`src/rtl/svol_pkg.sv`:
```
package svol_pkg;
  typedef enum logic [1:0] {
    RAMP_HOLD = 2'd0,
    RAMP_DOWN = 2'd1,
    RAMP_UP   = 2'd2
  } ramp_dir_e;

  localparam int NUM_CH = 2;
endpackage

```
`src/rtl/svol_ramp.sv`:
```
module svol_ramp
  import svol_pkg::*;
#(
  parameter int RAMP_STEPS = 1024,
  parameter int R_W        = $clog2(RAMP_STEPS) + 1
) (
  input  logic           clk_i,
  input  logic           rst_ni,
  input  logic           step_i,
  input  logic           mute_i,
  output logic [R_W-1:0] ramp_o,
  output logic           done_o
);
  localparam logic [R_W-1:0] FULL = R_W'(RAMP_STEPS);

  logic [R_W-1:0] ramp_q;
  logic           done_q;
  ramp_dir_e      dir;

  always_comb begin
    dir = RAMP_HOLD;
    if (step_i) begin
      if (mute_i && ramp_q != '0)       dir = RAMP_DOWN;
      else if (!mute_i && ramp_q != FULL) dir = RAMP_UP;
    end
  end

  always_ff @(posedge clk_i or negedge rst_ni) begin
    if (!rst_ni) begin
      ramp_q <= FULL;
      done_q <= 1'b0;
    end else begin
      unique case (dir)
        RAMP_DOWN: begin
          ramp_q <= ramp_q - 1'b1;
          done_q <= (ramp_q == R_W'(1));
        end
        RAMP_UP: begin
          ramp_q <= ramp_q + 1'b1;
          done_q <= 1'b0;
        end
        default: ;
      endcase
    end
  end

  assign ramp_o = ramp_q;
  assign done_o = done_q;
endmodule

```
`src/rtl/svol_gain.sv`:
```
module svol_gain
  import svol_pkg::*;
#(
  parameter int DATA_W = 24,
  parameter int CODE_W = 8,
  parameter int R_W    = 11,
  parameter int M_W    = CODE_W + 1 + R_W
) (
  input  logic                     clk_i,
  input  logic                     rst_ni,
  input  logic                     valid_i,
  input  logic signed [DATA_W-1:0] left_i,
  input  logic signed [DATA_W-1:0] right_i,
  input  logic [CODE_W-1:0]        left_code_i,
  input  logic [CODE_W-1:0]        right_code_i,
  input  logic                     common_i,
  input  logic [R_W-1:0]           ramp_i,
  output logic                     valid_o,
  output logic signed [DATA_W-1:0] smp_o  [NUM_CH],
  output logic [M_W-1:0]           mult_o [NUM_CH]
);
  localparam int G_W = CODE_W + 1;
  localparam logic [G_W-1:0] UNITY = G_W'(1) << CODE_W;

  logic [CODE_W-1:0]        code [NUM_CH];
  logic signed [DATA_W-1:0] smp  [NUM_CH];

  assign code[0] = left_code_i;
  assign code[1] = common_i ? left_code_i : right_code_i;
  assign smp[0]  = left_i;
  assign smp[1]  = right_i;

  always_ff @(posedge clk_i or negedge rst_ni) begin
    if (!rst_ni) valid_o <= 1'b0;
    else         valid_o <= valid_i;
  end

  for (genvar ch = 0; ch < NUM_CH; ch++) begin : g_ch
    logic [G_W-1:0] gain;
    logic [M_W-1:0] mult;

    assign gain = UNITY - G_W'(code[ch]);
    assign mult = M_W'(gain) * M_W'(ramp_i);

    always_ff @(posedge clk_i or negedge rst_ni) begin
      if (!rst_ni) begin
        smp_o[ch]  <= '0;
        mult_o[ch] <= '0;
      end else if (valid_i) begin
        smp_o[ch]  <= smp[ch];
        mult_o[ch] <= mult;
      end
    end
  end
endmodule

```
`src/rtl/svol_scale.sv`:
```
module svol_scale #(
  parameter int DATA_W = 24,
  parameter int M_W    = 20,
  parameter int SHIFT  = 18
) (
  input  logic                     clk_i,
  input  logic                     rst_ni,
  input  logic                     valid_i,
  input  logic signed [DATA_W-1:0] smp_i,
  input  logic [M_W-1:0]           mult_i,
  output logic signed [DATA_W-1:0] smp_o
);
  localparam int PW = DATA_W + M_W + 1;
  localparam logic signed [PW-1:0] MAXV = {{(PW-DATA_W+1){1'b0}}, {(DATA_W-1){1'b1}}};
  localparam logic signed [PW-1:0] MINV = {{(PW-DATA_W+1){1'b1}}, {(DATA_W-1){1'b0}}};
  localparam logic signed [PW-1:0] HALF = PW'(1) <<< (SHIFT - 1);

  logic signed [PW-1:0]     prod, rnd, shf;
  logic signed [DATA_W-1:0] sat;

  always_comb begin
    prod = PW'(smp_i) * PW'($signed({1'b0, mult_i}));
    rnd  = prod + HALF;
    shf  = rnd >>> SHIFT;
    if (shf > MAXV)      sat = MAXV[DATA_W-1:0];
    else if (shf < MINV) sat = MINV[DATA_W-1:0];
    else                 sat = shf[DATA_W-1:0];
  end

  always_ff @(posedge clk_i or negedge rst_ni) begin
    if (!rst_ni)      smp_o <= '0;
    else if (valid_i) smp_o <= sat;
  end
endmodule

```
`src/rtl/stereo_softmute_vol.sv`:
```
module stereo_softmute_vol
  import svol_pkg::*;
#(
  parameter int DATA_W     = 24,
  parameter int CODE_W     = 8,
  parameter int RAMP_STEPS = 1024
) (
  input  logic                     clk_i,
  input  logic                     rst_ni,
  input  logic                     valid_i,
  input  logic signed [DATA_W-1:0] left_i,
  input  logic signed [DATA_W-1:0] right_i,
  input  logic [CODE_W-1:0]        left_code_i,
  input  logic [CODE_W-1:0]        right_code_i,
  input  logic                     common_i,
  input  logic                     mute_i,
  output logic                     valid_o,
  output logic signed [DATA_W-1:0] left_o,
  output logic signed [DATA_W-1:0] right_o,
  output logic                     mute_done_o
);
  localparam int RAMP_LOG2 = $clog2(RAMP_STEPS);
  localparam int R_W       = RAMP_LOG2 + 1;
  localparam int M_W       = CODE_W + 1 + R_W;
  localparam int SHIFT     = CODE_W + RAMP_LOG2;

  logic [R_W-1:0]           ramp_q;
  logic                     s1_valid;
  logic signed [DATA_W-1:0] s1_smp  [NUM_CH];
  logic [M_W-1:0]           s1_mult [NUM_CH];
  logic signed [DATA_W-1:0] s2_smp  [NUM_CH];
  logic                     s2_valid;

  svol_ramp #(.RAMP_STEPS(RAMP_STEPS), .R_W(R_W)) u_ramp (
    .clk_i  (clk_i),
    .rst_ni (rst_ni),
    .step_i (valid_i),
    .mute_i (mute_i),
    .ramp_o (ramp_q),
    .done_o (mute_done_o)
  );

  svol_gain #(.DATA_W(DATA_W), .CODE_W(CODE_W), .R_W(R_W), .M_W(M_W)) u_gain (
    .clk_i        (clk_i),
    .rst_ni       (rst_ni),
    .valid_i      (valid_i),
    .left_i       (left_i),
    .right_i      (right_i),
    .left_code_i  (left_code_i),
    .right_code_i (right_code_i),
    .common_i     (common_i),
    .ramp_i       (ramp_q),
    .valid_o      (s1_valid),
    .smp_o        (s1_smp),
    .mult_o       (s1_mult)
  );

  for (genvar ch = 0; ch < NUM_CH; ch++) begin : g_scale
    svol_scale #(.DATA_W(DATA_W), .M_W(M_W), .SHIFT(SHIFT)) u_scale (
      .clk_i   (clk_i),
      .rst_ni  (rst_ni),
      .valid_i (s1_valid),
      .smp_i   (s1_smp[ch]),
      .mult_i  (s1_mult[ch]),
      .smp_o   (s2_smp[ch])
    );
  end

  always_ff @(posedge clk_i or negedge rst_ni) begin
    if (!rst_ni) s2_valid <= 1'b0;
    else         s2_valid <= s1_valid;
  end

  assign valid_o = s2_valid;
  assign left_o  = s2_smp[0];
  assign right_o = s2_smp[1];
endmodule

```
`config.mk`:
```
export PLATFORM = sky130hd
export DESIGN_NAME = stereo_softmute_vol
export DESIGN_NICKNAME = d
export VERILOG_FILES = /design/src/rtl/svol_pkg.sv /design/src/rtl/svol_ramp.sv /design/src/rtl/svol_gain.sv /design/src/rtl/svol_scale.sv /design/src/rtl/stereo_softmute_vol.sv
export SDC_FILE = /design/constraint.sdc
export NUM_CORES = 2
export LEC_CHECK = 0
export BUFFER_PORTS_ARGS = -buffer_cell sky130_fd_sc_hd__buf_2
export CORE_AREA = 5 5 320 322
export CTS_CLUSTER_DIAMETER = 120
export DETAILED_ROUTE_END_ITERATION = 8
export DIE_AREA = 0 0 325 327
export GPL_TIMING_DRIVEN = 0
export PLACE_DENSITY = 0.65
export SETUP_SLACK_MARGIN = 0.02
export SLEW_MARGIN = 5
export SYNTH_ARGS = -nofsm -noshare
export SYNTH_HDL_FRONTEND = slang
export SYNTH_SLANG_ARGS = --single-unit
```
`constraint.sdc`:
```
create_clock -name clk_i -period 10.79 [get_ports clk_i]
set_clock_uncertainty 0.2 [all_clocks]
set_input_delay 0 -clock clk_i [delete_from_list [all_inputs] [get_ports clk_i]]
set_output_delay 0 -clock clk_i [all_outputs]
set_load 0.005 [all_outputs]
```
==> report_table.html <==
<table>
<tr><th>Metric</th><th>Value</th></tr>
<tr><th colspan="2">Die</th></tr>
<tr><td>Vertical extent of the die</td><td>327 um</td></tr>
<tr><td>Initial standard-cell utilization of the core</td><td>48.4%</td></tr>
<tr><td>DIE WIDTH</td><td>325 um</td></tr>
<tr><td>Count of standard-cell rows</td><td>116</td></tr>
<tr><td>Total Die Area</td><td>106000 um^2</td></tr>
<tr><td>Core Footprint</td><td>99300 um^2</td></tr>
<tr><td>I/O pin total</td><td>119</td></tr>
<tr><th colspan="2">Worst hold path</th></tr>
<tr><td>Endpoint, Worst Hold</td><td>u_gain.smp_o[44]</td></tr>
<tr><td>Hold Crit Depth</td><td>3</td></tr>
<tr><td>Critical hold path startpoint</td><td>left_i[20]</td></tr>
<tr><td>HP Class</td><td>input port to flop</td></tr>
<tr><th colspan="2">STA</th></tr>
<tr><td>Setup repair after global routing missed its margin</td><td>no</td></tr>
<tr><td>Worst Tran Pin Value</td><td>1.30 ns</td></tr>
<tr><td>Final worst path period need</td><td>9.56 ns</td></tr>
<tr><td>Post-Route Setup TNS</td><td>0 ns</td></tr>
<tr><td>Max Slew Vio Count</td><td>0</td></tr>
<tr><td>Final hold vios</td><td>0</td></tr>
<tr><td>Post-route fraction of the period consumed by the critical path</td><td>88.6%</td></tr>
<tr><td>Tightest slew margin relative to the limit</td><td>13.0%</td></tr>
<tr><td>Finish-stage setup viols</td><td>0</td></tr>
<tr><td>Fmax</td><td>105 MHz</td></tr>
<tr><th colspan="2">Finish</th></tr>
<tr><td>Most frequent standard cell in the layout excluding fill and tap cells</td><td>inv_1</td></tr>
<tr><td>Net total in the final layout</td><td>6966</td></tr>
<tr><td>FILL cells</td><td>9353</td></tr>
<tr><td>Layout cell share with drive strength beyond 1</td><td>4.76%</td></tr>
<tr><td>Layout overhead on the synthesized area</td><td>7.11%</td></tr>
<tr><td>Most used cells in the layout excluding fill and tap cells</td><td>inv_1, fa_1, nand2_1, and2_1, ha_1</td></tr>
<tr><th colspan="2">Clock tree</th></tr>
<tr><td>Count of H-tree levels built during CTS</td><td>4</td></tr>
<tr><td>Number of sinks handled by clock tree synthesis</td><td>150</td></tr>
<tr><td>CTS buffer count</td><td>17</td></tr>
<tr><td>Post-CTS setup buffers</td><td>0</td></tr>
<tr><td>CTS max path bufs</td><td>2</td></tr>
<tr><td>Hold_buf cts</td><td>56</td></tr>
<tr><td>TritonCTS clock tree</td><td>yes</td></tr>
<tr><td>Number of gates resized after CTS</td><td>0</td></tr>
<tr><td>Insertion delay of the later-clocked pin in the worst-skew pair</td><td>0.53 ns</td></tr>
<tr><td>Clock-pin slew of the registers on the worst-case setup and hold paths</td><td>0.09 ns</td></tr>
<tr><td>Master cell of the clock root buffer</td><td>clkbuf_16</td></tr>
<tr><th colspan="2">Place</th></tr>
<tr><td>Placed wire-length estimate after detailed placement</td><td>112000 um</td></tr>
<tr><td>Weighted congestion reported at the end of routability-driven placement</td><td>0.957</td></tr>
<tr><td>Input/output buffers</td><td>115</td></tr>
<tr><th colspan="2">Critical path</th></tr>
<tr><td>Reg2Reg Launch Point</td><td>u_gain.mult_o[25]</td></tr>
<tr><td>Largest fanout on the critical path</td><td>10</td></tr>
<tr><td>Logic depth of the worst register-to-register path</td><td>24</td></tr>
<tr><td>Arrival @ worst endpoint</td><td>9.83 ns</td></tr>
<tr><td>R2r setup slk</td><td>1.23 ns</td></tr>
<tr><td>Type of element launching the critical path</td><td>flop</td></tr>
<tr><td>Capturing element type of the critical path</td><td>flop</td></tr>
<tr><td>Endpoint of the worst register-to-register path</td><td>g_scale[0].u_scale.smp_o[21]</td></tr>
<tr><td>Crit Path Class</td><td>flop to flop</td></tr>
<tr><td>Required @ worst endpoint</td><td>11.06 ns</td></tr>
<tr><th colspan="2">Detailed routing</th></tr>
<tr><td>Length of the first detailed-routing pass in iterations</td><td>5</td></tr>
<tr><td>Total number of vias</td><td>35300</td></tr>
<tr><td>Number of nets with antenna violations after routing</td><td>0</td></tr>
<tr><td>Vias per Instance</td><td>5.24</td></tr>
<tr><td>WL per Instance</td><td>19.7 um</td></tr>
<tr><td>DR DRC count</td><td>0</td></tr>
<tr><td>Violation count after the first detailed-route iteration</td><td>2408</td></tr>
<tr><td>Detailed Route WL</td><td>133000 um</td></tr>
<tr><th colspan="2">Yosys</th></tr>
<tr><td>Yosys cell types</td><td>71</td></tr>
<tr><td>Post-synthesis instance area</td><td>48000 um^2</td></tr>
<tr><td>Post-synthesis cell type with the largest combined area</td><td>fa_1</td></tr>
<tr><td>Top area cells in the synthesized netlist</td><td>fa_1, inv_1, ha_1</td></tr>
<tr><td>Synthesis warning total</td><td>0</td></tr>
<tr><td>Fraction of post-synthesis cell area in the top cell type by area</td><td>46.2%</td></tr>
<tr><td>Main flop type after synthesis</td><td>dfrtp_1</td></tr>
<tr><td>Mapped Nets</td><td>6775</td></tr>
<tr><td>Syn_area_per_cell</td><td>9.18 um^2</td></tr>
<tr><td>Number of synthesized flops with an enable pin</td><td>0</td></tr>
<tr><td>Synthesis-stage register bit count</td><td>150</td></tr>
<tr><td>Share of synthesized registers carrying an async set or reset</td><td>100%</td></tr>
<tr><td>Sequential share of the synthesized area</td><td>7.81%</td></tr>
<tr><td>Cells after synthesis</td><td>5236</td></tr>
<tr><th colspan="2">Global route</th></tr>
<tr><td>All-Layer GR Usage</td><td>26.1%</td></tr>
<tr><td>Overflow left after global routing</td><td>0</td></tr>
<tr><td>Number of antenna violations at the first check in global routing</td><td>8</td></tr>
<tr><td>Maximum number of pins on one net before global-route repair</td><td>85</td></tr>
<tr><td>Vias in the first global route</td><td>38200</td></tr>
<tr><td>Wire length of the first global-routing pass</td><td>215000 um</td></tr>
<tr><th colspan="2">Run status</th></tr>
<tr><td>Status</td><td>finished clean</td></tr>
<tr><th colspan="2">Flow run</th></tr>
<tr><td>Max-cap violations</td><td>0</td></tr>
</table>
==> cell families (layout without fill, tap and decap cells) <==
logic type | count (synthesis) | in the layout | synth area share (%)
DFF | 150 | 150 | 7.81
adders and majority gates | 1470 | 1470 | 55.6
buffers and inverters | 1622 | 1826 | 12.7
muxes | 86 | 86 | 1.98
AOI/OAI and AO/OA | 332 | 332 | 4.64
other | 0 | 3 | 0
xor gates and xnor gates | 111 | 111 | 2.02
and+or+nand+nor | 1465 | 1465 | 15.2
==> sequential cells by signal, indices dropped and copies added (netlist names) <==
name	count
valid_o	1
g_scale.u_scale.smp_o	48
u_gain.smp_o	48
u_ramp.done_o	1
u_gain.mult_o	40
u_ramp.ramp_o	11
u_gain.valid_o	1
==> routing by layer <==
| layer | GRT usage (%) | up-vias | routed length (um) |
|---|---|---|---|
| li1 | - | 15600 | - |
| met1 | 37.1 | 18300 | 58100 |
| met2 | 41.4 | 1170 | 60300 |
| met3 | 3.96 | 226 | 9700 |
| met4 | 8.81 | 0 | 4780 |
| met5 | 0 | - | 0 |
==> final cells by class <==
class	count	area, um^2	share of cell area, %
Clock buffer	19	453	0.880
Buffer	258	985	1.91
Antenna cell	3	7.51	0.0146
Inverter	1364	5120	9.95
Multi-Input combinational cell	3464	38200	74.2
Timing Repair Buffer	172	1190	2.31
Sequential cell	150	3750	7.30
Clock inverter	13	138	0.267
Tap cell	1298	1620	3.16
==> per-stage QoR <==
stage                     cells  cell area, um^2  util [%]  worst slack (ns)  hold WS, ns
after detailed placement   6650            50300      50.7              1.37       -0.193
final                      6741            51500      51.8              1.23       0.0362
after CTS                  6738            51500      51.8              1.33      0.00385
after global placement     6649            50200      50.6              1.50      -0.0508
after global routing       6738            51500      51.8             0.844       0.0343
after floorplan            5236            48000         -              3.28       -0.496
==> worst max path at each step <==
stage                            startpoint                            to  slack [ns]  cells past startpoint
after floorplan           u_gain.mult_o[22]   g_scale[0].u_scale.smp_o[7]        3.28                     27
after global placement    u_gain.mult_o[22]  g_scale[0].u_scale.smp_o[16]        1.50                     27
after detailed placement  u_gain.mult_o[25]  g_scale[0].u_scale.smp_o[17]        1.37                     24
after CTS                 u_gain.mult_o[25]  g_scale[0].u_scale.smp_o[21]        1.33                     24
after global routing      u_gain.mult_o[22]  g_scale[0].u_scale.smp_o[21]        0.84                     27
final                     u_gain.mult_o[25]  g_scale[0].u_scale.smp_o[21]        1.23                     24
==> synth_stat cells (all sizes together), types with 14 or more instances <==
library cell and n:
nand2 629, fa 1110, o21ai 50, clkbuf 248
a21oi 114, xnor2 80, inv 1363, mux2i 14
ha 360, nor3 32, nor2 96, nand3 25
a21o 45, a221o 23, xor2 31, dfrtp 149
and2 609, mux2 72
==> critical path: stages (launching register included) <==
cell and delay, ns:
dfrtp_1 0.75, clkbuf_1 0.72, nand2_1 0.17, fa_1 0.69, fa_1 0.51, fa_1 0.58, inv_1 0.53, fa_1 0.57
fa_1 0.50, fa_1 0.51, inv_1 0.06, fa_1 0.49, inv_1 0.04, ha_1 0.25, clkbuf_1 0.31, nand2_1 0.08
o21ai_0 0.33, nor3_1 0.10, nor2_1 0.36, a41oi_1 0.19, xnor2_1 0.28, o211ai_1 0.15, a21oi_2 0.48, buf_2 0.38
a221o_1 0.20
Power is not shown: default switching activity piles up to over one toggle a cycle in this logic, so the estimate is an artifact.
